`config.mk`:
```
export PLATFORM = sky130hd
export DESIGN_NAME = serial_pin_sequencer
export DESIGN_NICKNAME = d
export VERILOG_FILES = /design/src/rtl/serpin_pkg.sv /design/src/rtl/serpin_decode.sv /design/src/rtl/serpin_phase_timer.sv /design/src/rtl/serpin_lane_shifter.sv /design/src/rtl/serial_pin_sequencer.sv
export SDC_FILE = /design/constraint.sdc
export NUM_CORES = 1
export LEC_CHECK = 0
export ABC_AREA = 1
export ABC_CLOCK_PERIOD_IN_PS = 2720
export BUFFER_PORTS_ARGS = -buffer_cell sky130_fd_sc_hd__buf_2
export CAP_MARGIN = 20
export CORE_ASPECT_RATIO = 0.5
export CORE_MARGIN = 2
export CORE_UTILIZATION = 36
export DETAILED_ROUTE_END_ITERATION = 16
export GPL_TIMING_DRIVEN = 0
export PLACE_DENSITY_LB_ADDON = 0.15
export SLEW_MARGIN = 20
export SYNTH_ARGS = -nofsm -noshare
export SYNTH_HDL_FRONTEND = slang
export SYNTH_SLANG_ARGS = --single-unit
```
`constraint.sdc`:
```
create_clock -name clk -period 2.72 [get_ports clk]
set_input_delay 0.408 -clock clk [delete_from_list [all_inputs] [get_ports clk]]
set_output_delay 0.408 -clock clk [all_outputs]
set_load 0.02 [all_outputs]
```
`src/rtl/serpin_pkg.sv`:
```
package serpin_pkg;

   localparam logic [3:0] OPC_CS_HIGH = 4'h0;
   localparam logic [3:0] OPC_CS_LOW  = 4'h1;
   localparam logic [3:0] OPC_PULSE   = 4'h2;
   localparam logic [3:0] OPC_SH_X1   = 4'h8;
   localparam logic [3:0] OPC_SH_X2   = 4'h9;
   localparam logic [3:0] OPC_SH_X4   = 4'hA;

   localparam int NUM_LANES = 4;

   typedef enum logic [2:0] {
      ST_IDLE,
      ST_PULSE_HI,
      ST_PULSE_LO,
      ST_SHIFT_LO,
      ST_SHIFT_HI
   } seq_state_e;

   typedef struct packed {
      logic       cs_high;
      logic       cs_low;
      logic       pulse;
      logic       shift;
      logic [1:0] mode;
      logic       wr;
   } cmd_dec_t;

   function automatic logic [NUM_LANES-1:0] lane_mask(input logic [1:0] mode);
      case (mode)
         2'd0:    lane_mask = 4'b0001;
         2'd1:    lane_mask = 4'b0011;
         default: lane_mask = 4'b1111;
      endcase
   endfunction

endpackage

```
`src/rtl/serpin_decode.sv`:
```
module serpin_decode
   import serpin_pkg::*;
#(
   parameter int CMD_W  = 16,
   parameter int OP_LSB = 8,
   parameter int WR_BIT = 13
) (
   input  logic [CMD_W-1:0] cmd_word,
   output cmd_dec_t         dec
);

   localparam int OP_MSB = OP_LSB + 3;

   if (OP_MSB >= CMD_W) begin : g_bad_op
      $error("opcode field exceeds command width");
   end
   if (WR_BIT >= CMD_W) begin : g_bad_wr
      $error("write bit exceeds command width");
   end

   logic [3:0] opcode;
   logic       unused_cmd_bits;

   assign opcode          = cmd_word[OP_MSB:OP_LSB];
   assign unused_cmd_bits = ^cmd_word;

   always_comb begin
      dec         = '0;
      dec.wr      = cmd_word[WR_BIT];
      case (opcode)
         OPC_CS_HIGH: dec.cs_high = 1'b1;
         OPC_CS_LOW:  dec.cs_low  = 1'b1;
         OPC_PULSE:   dec.pulse   = 1'b1;
         OPC_SH_X1: begin
            dec.shift = 1'b1;
            dec.mode  = 2'd0;
         end
         OPC_SH_X2: begin
            dec.shift = 1'b1;
            dec.mode  = 2'd1;
         end
         OPC_SH_X4: begin
            dec.shift = 1'b1;
            dec.mode  = 2'd2;
         end
         default: ;
      endcase
   end

endmodule

```
`src/rtl/serpin_phase_timer.sv`:
```
module serpin_phase_timer #(
   parameter int PHASE_W = 8
) (
   input  logic               clk,
   input  logic               rst_n,
   input  logic               start,
   input  logic               reload,
   input  logic [PHASE_W-1:0] len,
   output logic               expire
);

   if (PHASE_W < 1) begin : g_bad_w
      $error("phase counter needs at least one bit");
   end

   logic [PHASE_W-1:0] len_q;
   logic [PHASE_W-1:0] cnt_q;
   logic [PHASE_W-1:0] eff_len;

   assign eff_len = (len == '0) ? PHASE_W'(1) : len;
   assign expire  = (cnt_q == '0);

   always_ff @(posedge clk or negedge rst_n) begin
      if (!rst_n) begin
         len_q <= '0;
         cnt_q <= '0;
      end else if (start) begin
         len_q <= eff_len;
         cnt_q <= eff_len - PHASE_W'(1);
      end else if (reload) begin
         cnt_q <= len_q - PHASE_W'(1);
      end else if (!expire) begin
         cnt_q <= cnt_q - PHASE_W'(1);
      end
   end


   cnt_range_chk: assert property (@(posedge clk) disable iff (!rst_n)
      (len_q != '0) |-> (cnt_q < len_q));

endmodule

```
`src/rtl/serpin_lane_shifter.sv`:
```
module serpin_lane_shifter
   import serpin_pkg::*;
#(
   parameter int DATA_W = 8
) (
   input  logic                 clk,
   input  logic                 rst_n,
   input  logic                 load,
   input  logic [1:0]           mode_in,
   input  logic [DATA_W-1:0]    data_in,
   input  logic                 advance,
   input  logic                 capture,
   input  logic [NUM_LANES-1:0] sdi,
   output logic [NUM_LANES-1:0] lane_out,
   output logic [DATA_W-1:0]    rx_next
);

   localparam int NUM_MODES = 3;

   if (DATA_W % NUM_LANES != 0 || DATA_W < NUM_LANES) begin : g_bad_data
      $error("data width must be a nonzero multiple of the lane count");
   end

   logic [DATA_W-1:0]    tx_q;
   logic [DATA_W-1:0]    rx_q;
   logic [1:0]           mode_q;

   logic [NUM_LANES-1:0] tx_lane  [NUM_MODES];
   logic [DATA_W-1:0]    tx_shift [NUM_MODES];
   logic [DATA_W-1:0]    rx_shift [NUM_MODES];
   logic [1:0]           mode_sel;

   for (genvar g = 0; g < NUM_MODES; g++) begin : g_mode
      localparam int W = 1 << g;
      assign tx_lane[g]  = NUM_LANES'(tx_q[DATA_W-1 -: W]);
      assign tx_shift[g] = {tx_q[DATA_W-W-1:0], {W{1'b0}}};
      assign rx_shift[g] = {rx_q[DATA_W-W-1:0], sdi[W-1:0]};
   end

   assign mode_sel = (mode_q == 2'd3) ? 2'd0 : mode_q;
   assign lane_out = tx_lane[mode_sel];
   assign rx_next  = rx_shift[mode_sel];

   always_ff @(posedge clk or negedge rst_n) begin
      if (!rst_n) begin
         tx_q   <= '0;
         rx_q   <= '0;
         mode_q <= '0;
      end else if (load) begin
         tx_q   <= data_in;
         rx_q   <= '0;
         mode_q <= mode_in;
      end else begin
         if (advance) tx_q <= tx_shift[mode_sel];
         if (capture) rx_q <= rx_next;
      end
   end


   mode_legal_chk: assert property (@(posedge clk) disable iff (!rst_n)
      mode_q != 2'd3);

endmodule

```
`src/rtl/serial_pin_sequencer.sv`:
```
module serial_pin_sequencer
   import serpin_pkg::*;
#(
   parameter int CMD_W   = 16,
   parameter int DATA_W  = 8,
   parameter int PHASE_W = 8,
   parameter int OP_LSB  = 8,
   parameter int WR_BIT  = 13
) (
   input  logic                 clk,
   input  logic                 rst_n,
   input  logic                 man_en,
   input  logic                 path_sel,
   input  logic                 cmd_valid,
   input  logic [CMD_W-1:0]     cmd_word,
   input  logic                 vld_clear,
   input  logic [PHASE_W-1:0]   phase_len,
   input  logic [NUM_LANES-1:0] sdi,
   output logic                 busy,
   output logic                 csn,
   output logic                 sclk,
   output logic [NUM_LANES-1:0] sdo,
   output logic [NUM_LANES-1:0] sdo_oe,
   output logic [DATA_W-1:0]    rdata,
   output logic                 rdata_valid
);

   localparam int STEP_W = $clog2(DATA_W) + 1;

   if (DATA_W > OP_LSB) begin : g_bad_layout
      $error("shift data overlaps the opcode field");
   end

   seq_state_e          state_q;
   cmd_dec_t            dec;
   logic                accept;
   logic                expire;
   logic                timer_start;
   logic                timer_reload;
   logic                last_step;
   logic                in_shift;
   logic [STEP_W-1:0]   steps_q;
   logic                rd_q;
   logic [NUM_LANES-1:0] lane_out;
   logic [DATA_W-1:0]   rx_next;

   serpin_decode #(
      .CMD_W  (CMD_W),
      .OP_LSB (OP_LSB),
      .WR_BIT (WR_BIT)
   ) i_decode (
      .cmd_word (cmd_word),
      .dec      (dec)
   );

   assign busy      = (state_q != ST_IDLE);
   assign accept    = cmd_valid && man_en && path_sel && !busy;
   assign last_step = (steps_q == '0);
   assign in_shift  = (state_q == ST_SHIFT_LO) || (state_q == ST_SHIFT_HI);

   assign timer_start  = accept && (dec.pulse || dec.shift);
   assign timer_reload = expire && ((state_q == ST_PULSE_HI) ||
                                    (state_q == ST_SHIFT_LO) ||
                                    (state_q == ST_SHIFT_HI && !last_step));

   serpin_phase_timer #(
      .PHASE_W (PHASE_W)
   ) i_timer (
      .clk    (clk),
      .rst_n  (rst_n),
      .start  (timer_start),
      .reload (timer_reload),
      .len    (phase_len),
      .expire (expire)
   );

   serpin_lane_shifter #(
      .DATA_W (DATA_W)
   ) i_shifter (
      .clk      (clk),
      .rst_n    (rst_n),
      .load     (accept && dec.shift),
      .mode_in  (dec.mode),
      .data_in  (cmd_word[DATA_W-1:0]),
      .advance  (state_q == ST_SHIFT_HI && expire && !last_step),
      .capture  (state_q == ST_SHIFT_HI && expire),
      .sdi      (sdi),
      .lane_out (lane_out),
      .rx_next  (rx_next)
   );

   assign sdo = in_shift ? lane_out : '0;

   always_ff @(posedge clk or negedge rst_n) begin
      if (!rst_n) begin
         state_q     <= ST_IDLE;
         csn         <= 1'b1;
         sclk        <= 1'b0;
         sdo_oe      <= '0;
         steps_q     <= '0;
         rd_q        <= 1'b0;
         rdata       <= '0;
         rdata_valid <= 1'b0;
      end else begin
         if (vld_clear) rdata_valid <= 1'b0;
         case (state_q)
            ST_IDLE: begin
               if (accept) begin
                  if (dec.cs_high) csn <= 1'b1;
                  if (dec.cs_low)  csn <= 1'b0;
                  if (dec.pulse) begin
                     state_q <= ST_PULSE_HI;
                     sclk    <= 1'b1;
                  end
                  if (dec.shift) begin
                     state_q <= ST_SHIFT_LO;
                     rd_q    <= !dec.wr;
                     sdo_oe  <= dec.wr ? lane_mask(dec.mode) : '0;
                     steps_q <= STEP_W'((DATA_W >> dec.mode) - 1);
                  end
               end
            end
            ST_PULSE_HI: begin
               if (expire) begin
                  state_q <= ST_PULSE_LO;
                  sclk    <= 1'b0;
               end
            end
            ST_PULSE_LO: begin
               if (expire) state_q <= ST_IDLE;
            end
            ST_SHIFT_LO: begin
               if (expire) begin
                  state_q <= ST_SHIFT_HI;
                  sclk    <= 1'b1;
               end
            end
            ST_SHIFT_HI: begin
               if (expire) begin
                  sclk <= 1'b0;
                  if (last_step) begin
                     state_q <= ST_IDLE;
                     sdo_oe  <= '0;
                     if (rd_q) begin
                        rdata       <= rx_next;
                        rdata_valid <= 1'b1;
                     end
                  end else begin
                     state_q <= ST_SHIFT_LO;
                     steps_q <= steps_q - STEP_W'(1);
                  end
               end
            end
            default: state_q <= ST_IDLE;
         endcase
      end
   end


   gate_closed_chk: assert property (@(posedge clk) disable iff (!rst_n)
      (cmd_valid && !(man_en && path_sel) && !busy) |=> (!busy && $stable(csn)));


   idle_clock_low_chk: assert property (@(posedge clk) disable iff (!rst_n)
      !busy |-> !sclk);


   csn_hold_chk: assert property (@(posedge clk) disable iff (!rst_n)
      busy |-> $stable(csn));


   idle_lanes_off_chk: assert property (@(posedge clk) disable iff (!rst_n)
      !busy |-> (sdo_oe == '0));


   valid_at_end_chk: assert property (@(posedge clk) disable iff (!rst_n)
      $rose(rdata_valid) |-> $fell(busy));


   busy_ignore_chk: assert property (@(posedge clk) disable iff (!rst_n)
      (busy && cmd_valid) |=> $stable(csn));

endmodule

```
== Word level (Yosys, flattened, before mapping) ==
Index checks and enable logic that the tools add are counted.

* Add/subtract/negate cells: 5
* Order comparisons: 1
* Equal/unequal tests: 23
* Shift-type cells: 1
* Multiplexer cells: 56
* Bitwise operators: 1
* Reductions and logical operators: 36

{| class="wikitable"
|+ Operators by type and width
! kind !! count
|-
| 8-bit 2-to-1 mux || 10
|-
| 4-bit 2-to-1 mux || 12
|-
| 8-bit binary-select mux with 2-bit select || 2
|-
| 4-bit one-hot mux with 2 select lines || 3
|-
| 8-bit by 1-bit subtractor with 8-bit output, second input constant || 3
|-
| 3-bit 2-to-1 mux || 7
|-
| 2-bit != test, second input constant || 9
|-
| 8-bit logical NOT || 2
|-
| 3-bit one-hot mux with 5 select lines || 1
|-
| 5-bit AND reduction || 3
|-
| 1-bit 2-to-1 mux || 14
|-
| 7-bit 2-to-1 mux || 2
|-
| 4-bit == test, second input constant || 3
|-
| 1-bit logical AND || 9
|-
| 3-bit one-hot mux with 3 select lines || 1
|-
| 4-bit binary-select mux with 2-bit select || 1
|-
| 4-bit logical NOT || 2
|-
| 2-bit nonzero test || 4
|-
| 3-bit by 2-bit == test with 1-bit output, second input constant || 2
|-
| 3-bit AND reduction || 2
|-
| 6-bit AND reduction || 1
|-
| 3-bit nonzero test || 2
|-
| 4-bit by 1-bit == test with 1-bit output, second input constant || 1
|-
| 4-bit by 2-bit == test with 1-bit output, second input constant || 1
|-
| other kinds (20) || 26
|}

* Bits in registers: 56
* Input bits: 34
* Output and inout port bits: 20
* Word-level logic and storage cells: 136

== Depth between registers and ports, before layout ==
* Word-level depth: 8
* Gate-level depth with buffers: 17
* Mapped depth without buffers: 17

== Modules after synthesis ==
A second synthesis with hierarchy kept.

* Cells, all modules: 489
* Area, all modules: 3465.8 µm²

{| class="wikitable"
|+ Modules (own cells, without submodules)
! module !! times used !! cells each !! area an instance (µm²) !! seq. area each (µm²)
|-
| serial_pin_sequencer || 1 || 178 || 1300.0 || 551.8
|-
| serpin_lane_shifter || 1 || 160 || 1143.6 || 425.4
|-
| serpin_phase_timer || 1 || 133 || 950.9 || 400.4
|-
| serpin_decode || 1 || 18 || 71.3 || 0.0
|}

== Worst setup path before layout ==
OpenSTA, ideal clock, no wires.

* Path type: register to register
* Start point: reg state_q[0]
* End point: reg i_timer.cnt_q[6]
* Setup time: 0.118 ns
* Arrival: 1.919 ns
* Path slack: 0.684 ns
* Cell stages (with the launch flop): 14
* Path buffers: 2
* Period minus slack after synthesis: 2.036 ns
* Cell sequence: dfrtp_1 > nor2_2 > nand2_4 > nor2_8 > nand2_4 > buf_6 > buf_2 > a21oi_1 > ha_1 > nand2_1 > nor2_2 > nand2_1 > nor2_1 > nor2_2

* Elaborated cells between the ends (all ways): 14
* Classes of those cells: 4 x eq/ne; 2 x mux; 8 x reduce/logical

{| class="wikitable"
|+ RTL lines
! item !! line !! RTL
|-
| from (decl) || serial_pin_sequencer.sv:34 || <nowiki>seq_state_e state_q;</nowiki>
|-
| from (signal assigned) || serial_pin_sequencer.sv:96 || <nowiki>state_q <= ST_IDLE;</nowiki>
|-
| from (signal assigned) || serial_pin_sequencer.sv:112 || <nowiki>state_q <= ST_PULSE_HI;</nowiki>
|-
| from (signal assigned) || serial_pin_sequencer.sv:116 || <nowiki>state_q <= ST_SHIFT_LO;</nowiki>
|-
| 3-bit nonzero test (*) || serial_pin_sequencer.sv:56 || <nowiki>assign busy = (state_q != ST_IDLE);</nowiki>
|-
| net busy || serial_pin_sequencer.sv:19 || <nowiki>output logic busy,</nowiki>
|-
| 1-bit logical NOT (*) || serial_pin_sequencer.sv:57 || <nowiki>assign accept = cmd_valid && man_en && path_sel && !busy;</nowiki>
|-
| 1-bit logical AND (*) || serial_pin_sequencer.sv:57 ||
|-
| 1-bit logical AND (*) || serial_pin_sequencer.sv:61 || <nowiki>assign timer_start = accept && (dec.pulse || dec.shift);</nowiki>
|-
| 3-bit by 1-bit != test with 1-bit output (no source line) or 8-bit 2-to-1 mux (tied branches) || n/a ||
|-
| to (signal assigned) || serpin_phase_timer.sv:29 || <nowiki>cnt_q <= eff_len - PHASE_W'(1);</nowiki>
|-
| to (signal assigned) || serpin_phase_timer.sv:31 || <nowiki>cnt_q <= len_q - PHASE_W'(1);</nowiki>
|-
| to (signal assigned) || serpin_phase_timer.sv:33 || <nowiki>cnt_q <= cnt_q - PHASE_W'(1);</nowiki>
|-
| to (decl) || serpin_phase_timer.sv:17 || <nowiki>logic [PHASE_W-1:0] cnt_q;</nowiki>
|}

The timed path passes the listed nets; every way through them passes the cells marked *.
A chain may end at the register's enable or synchronous reset.

== Worst setup path in the final report ==
* Start point: reg steps_q[0]
* End point: reg i_timer.cnt_q[6]

* Word-level cells in the longest chain between the ends: 7
* Elaborated cells between the ends (all ways): 8
* Classes of those cells: 1 x eq/ne; 2 x mux; 5 x reduce/logical

{| class="wikitable"
|+ RTL lines
! item !! line !! RTL
|-
| from (decl) || serial_pin_sequencer.sv:42 || <nowiki>logic [STEP_W-1:0] steps_q;</nowiki>
|-
| from (signal assigned) || serial_pin_sequencer.sv:119 || <nowiki>steps_q <= STEP_W'((DATA_W >> dec.mode) - 1);</nowiki>
|-
| from (signal assigned) || serial_pin_sequencer.sv:150 || <nowiki>steps_q <= steps_q - STEP_W'(1);</nowiki>
|-
| 4-bit logical NOT (*) || serial_pin_sequencer.sv:58 || <nowiki>assign last_step = (steps_q == '0);</nowiki>
|-
| 1-bit logical NOT (*) || serial_pin_sequencer.sv:64 || <nowiki>(state_q == ST_SHIFT_HI && !last_step));</nowiki>
|-
| 1-bit logical AND (*) || serial_pin_sequencer.sv:64 ||
|-
| 1-bit logical OR (*) || serial_pin_sequencer.sv:63 || <nowiki>(state_q == ST_SHIFT_LO) ||</nowiki>
|-
| 1-bit logical AND (*) || serial_pin_sequencer.sv:62 || <nowiki>assign timer_reload = expire && ((state_q == ST_PULSE_HI) ||</nowiki>
|-
| 8-bit 2-to-1 mux || serpin_phase_timer.sv:30 || <nowiki>end else if (reload) begin</nowiki>
|-
| 8-bit 2-to-1 mux || serpin_phase_timer.sv:27 || <nowiki>end else if (start) begin</nowiki>
|}

Mark *: on every way between the ends. The rest lies on a longest branch, timed or not.

==> reports/metrics.csv <==
stage,metric,value,unit
final_layout,finished layout cell area,3590,um^2
clock_network,post-CTS sizing,0,
synthesis,sequential fraction of the synthesis area,0.452,
timing,max-slew violation count,0,
synthesis,Synthesis Warnings,0,
global_route,GRT Residual Overflow,0,
timing,number of endpoints with negative hold slack in the final report,0,
timing,actual transition at the worst max-transition pin,0.721,ns
setup_path,"CP delay by family, top",simple AND/OR/NAND/NOR gates,
placement,post-placement cell area,3440,um^2
global_route,wire length of the first global-routing pass,12800,um
final_layout,"Area growth, synth to finish",17.7,%
routing,aggregate routed wire length,7150,um
timing,post-route minimum period,2.29,ns
timing,setup clock skew after layout,0.00870,ns
die,Die Outline Area,9260,um^2
routing,Detail Route Antenna Nets,0,
routing,Routed wire per std cell,12.7,um
setup_path,dominant cell type by count on the critical path,sky130_fd_sc_hd__nand2_1,
placement,Post-Place Cells,553,
setup_path,classification of the worst setup path,flop to flop,
pwr,Power Dens Cells,937,nW/um^2
global_route,largest net degree at the start of global routing,56,
setup_path,buffers plus inverters on the worst setup path,2,
clock_network,buffer count from post-CTS setup fixing,0,
run,max-cap violations,0,
synthesis,post-synthesis average cell area,7.80,um^2
global_route,number of global-route vias before repair,2710,
routing,post-route DRC violation count,0,
die,number of rows created at floorplan,23,
synthesis,Post-Syn Nets,428,
clock_network,"buffers from clock root to sink, at most",2,
timing,RSZ-0062 raised after global routing,false,
synthesis,Syn Inst Count,391,
setup_path,total number of cells along the worst setup path,17,
clock_network,maximum level of the CTS H-tree,2,
outcome,outcome,"complete, no violations",
clock_network,clock sink count,55,
setup_path,chain of cells forming the critical path,inv_1 -> ha_1 -> nand3_1 -> nand2_2 -> nand2_2 -> nand2_1 -> o21ai_0 -> nand2_1 -> nand2_1 -> inv_1 -> ha_1 -> nand2_1 -> nor2_2 -> nand2_1 -> nand2_1 -> nand2_1 -> nor2_2,
synthesis,synthesized area,3050,um^2
timing,Relative slew margins,0.519,
setup_path,Worst Path Required,2.91,ns
clock_network,number of buffers created by CTS,5,
clock_network,clk root buf,sky130_fd_sc_hd__clkbuf_16,
die,chip width,134,um
routing,first-pass iteration count of the detailed router,5,
clock_network,"Clk Latency, worst-skew pair",0.30,ns
placement,HPWL after detailed placement,5370,um
final_layout,diode insertion count for antenna repair,0,
final_layout,utilization after layout,0.442,
timing,maximum achievable frequency,437,MHz
setup_path,kind of end point of the critical path,flop,
final_layout,Non-Filler Instances,561,
global_route,initial antenna violation count,0,
die,die height,69.1,um
setup_path,critical path startpoint category,flop,
final_layout,"top library cells by usage in the layout, fill and taps aside","77 x sky130_fd_sc_hd__nand2_1, 67 x sky130_fd_sc_hd__inv_1, 54 x sky130_fd_sc_hd__dfrtp_1",
clock_network,post-CTS clock slew at the launch and capture registers of the worst setup and hold paths,0.08,ns
pwr,maximum resistive drop on vdd,0.304,mV
final_layout,share of layout cells above drive strength 1,0.203,
final_layout,fin nets,485,
setup_path,Worst Reg-to-Reg Cells,17,
setup_path,largest fanout of any net on the critical path,6,
timing,final clock period utilization by the worst path,0.842,
placement,final weighted congestion of routability-driven global placement,0.817,
synthesis,flip-flop and latch count after synthesis,55,
die,initial core utilization,0.376,
worst_hold_path,classification of the worst-slack hold path,primary input to asynchronous set/reset pin,
timing,setup violators final,0,
die,area of the placeable core,8120,um^2
clock_network,TritonCTS clock tree,built,
setup_path,Worst path max stage delay,0.39,ns
global_route,global-route usage over all layers,0.170,
synthesis,count of distinct cell types in the synthesized netlist,37,
pwr,Leak Pwr,1.84,nW
routing,vias post-DR,2704,
timing,Final TNS setup,0,ns
placement,port bufs,50,
clock_network,count of hold buffers inserted by post-cts repair,0,
final_layout,"leading cell type in the layout, fill and taps excluded",sky130_fd_sc_hd__nand2_1,
routing,iteration-0 DRC count of the detailed router,134,
routing,average via count per standard cell,4.82,
setup_path,Crit-path slowest cell,sky130_fd_sc_hd__dfrtp_1,
die,I/O pin cnt,54,
setup_path,worst path arrival time,2.48,ns
[report_power, final]
| group | switching (mW) | internal, mW | total, mW |
|---|---|---|---|
| Sequential | 0.148 | 1.09 | 1.24 |
| Clock | 0.312 | 0.346 | 0.657 |
| Combinational | 0.949 | 0.517 | 1.47 |
| Total | 1.41 | 1.95 | 3.36 |
[final timing paths]
path | to | startpoint | slack [ns]
worst min register to register | i_timer.len_q[2] | i_timer.len_q[2] | 0.47
max in group asynchronous | i_shifter.rx_q[1] | rst_n | 2.08
min in group clk | rdata_valid | vld_clear | 0.28
worst min-delay path | i_timer.cnt_q[0] | rst_n | 0.16
worst max-delay path | i_timer.cnt_q[6] | steps_q[0] | 0.43
worst max register to register | i_timer.cnt_q[6] | steps_q[0] | 0.43
[worst reg2reg max path: stages (launching register included)]
cell	delay, ns
sky130_fd_sc_hd__dfrtp_1	0.39
sky130_fd_sc_hd__inv_1	0.08
sky130_fd_sc_hd__ha_1	0.20
sky130_fd_sc_hd__nand3_1	0.14
sky130_fd_sc_hd__nand2_2	0.08
sky130_fd_sc_hd__nand2_2	0.12
sky130_fd_sc_hd__nand2_1	0.15
sky130_fd_sc_hd__o21ai_0	0.18
sky130_fd_sc_hd__nand2_1	0.06
sky130_fd_sc_hd__nand2_1	0.15
sky130_fd_sc_hd__inv_1	0.06
sky130_fd_sc_hd__ha_1	0.20
sky130_fd_sc_hd__nand2_1	0.11
sky130_fd_sc_hd__nor2_2	0.06
sky130_fd_sc_hd__nand2_1	0.07
sky130_fd_sc_hd__nand2_1	0.05
sky130_fd_sc_hd__nand2_1	0.07
sky130_fd_sc_hd__nor2_2	0.03
[cell usage after synthesis]
cell                       instances  area, um^2
sky130_fd_sc_hd__nand4_1           1        6.26
sky130_fd_sc_hd__a31oi_1           9        56.3
sky130_fd_sc_hd__a21oi_2           2        17.5
sky130_fd_sc_hd__ha_1              3        37.5
sky130_fd_sc_hd__xor2_1            1        8.76
sky130_fd_sc_hd__o21a_1            1        7.51
sky130_fd_sc_hd__buf_1             1        3.75
sky130_fd_sc_hd__clkinv_1          1        3.75
sky130_fd_sc_hd__buf_4             2        15.0
sky130_fd_sc_hd__nor3_2            2        20.0
sky130_fd_sc_hd__o221ai_1          7        61.3
sky130_fd_sc_hd__o21ai_1           1        5.00
sky130_fd_sc_hd__o211ai_1          2        15.0
sky130_fd_sc_hd__a21oi_4           1        16.3
sky130_fd_sc_hd__a32o_1            1        10.0
sky130_fd_sc_hd__o31ai_1           1        7.51
sky130_fd_sc_hd__o21ai_0          31         155
sky130_fd_sc_hd__nand2_4           2        22.5
sky130_fd_sc_hd__nor3_1            8        40.0
sky130_fd_sc_hd__buf_2             3        15.0
sky130_fd_sc_hd__nand2_1          77         289
sky130_fd_sc_hd__clkbuf_1          3        11.3
sky130_fd_sc_hd__inv_1            67         251
sky130_fd_sc_hd__o22ai_1          15        93.8
sky130_fd_sc_hd__or2_0             1        6.26
sky130_fd_sc_hd__a21oi_1          15        75.1
sky130_fd_sc_hd__nand3_2           1        10.0
sky130_fd_sc_hd__nor2_1           37         139
sky130_fd_sc_hd__dfstp_2           1        26.3
sky130_fd_sc_hd__nor2_8            1        20.0
sky130_fd_sc_hd__nand3_1          20         100
sky130_fd_sc_hd__nor2_2            6        37.5
sky130_fd_sc_hd__nand2_2           6        37.5
sky130_fd_sc_hd__a22oi_1           1        7.51
sky130_fd_sc_hd__dfrtp_1          54        1350
sky130_fd_sc_hd__nor2_4            4        45.0
sky130_fd_sc_hd__buf_6             2        22.5
[layout make-up]
cell class / count / area (um^2)
multi-input cells: 257 / 1350
plain buffers: 11 / 67.6
repair buffers: 50 / 253
clock inverters: 3 / 22.5
clock buffers: 5 / 125
well taps: 112 / 140
fillers: 873 / 4530
inverters: 68 / 255
flip-flops and latches: 55 / 1380
[routing by layer]
| metal | GRT usage | wire, um |
|---|---|---|
| met1 | 0.236 | 3550 |
| met2 | 0.270 | 3180 |
| met3 | 0.0412 | 367 |
| met4 | 0.0386 | 51 |
| met5 | 0 | 0 |
[cells by family after synthesis]
| logic type | after synthesis | share of synthesized area |
|---|---|---|
| compound gates | 87 | 0.173 |
| flops | 55 | 0.452 |
| fa+ha+maj | 3 | 0.0123 |
| xor+xnor | 1 | 0.00287 |
| buf+inv | 79 | 0.106 |
| simple gates | 166 | 0.254 |
[stage by stage]
step / power (mW) / setup slack [ns] / hold slack, ns
6_report: 3.36 / 0.430 / 0.160
5_1_grt: 3.71 / 0.150 / 0.224
4_1_cts: 3.41 / 0.404 / 0.202
3_5_place_dp: 2.73 / 0.355 / 0.459
3_3_place_gp: 2.71 / 0.369 / 0.458
2_1_floorplan: 2.36 / 0.684 / 0.112
[registers in the layout (all words and copies together), names as in the netlist]
signal	count
rdata	8
i_shifter.rx_q	7
sclk	1
i_shifter.mode_q	2
state_q	3
rdata_valid	1
sdo_oe	3
i_timer.cnt_q	8
rd_q	1
steps_q	4
i_timer.len_q	8
i_shifter.tx_q	8
csn	1
Note: power is estimated with default switching activity, not from simulation.
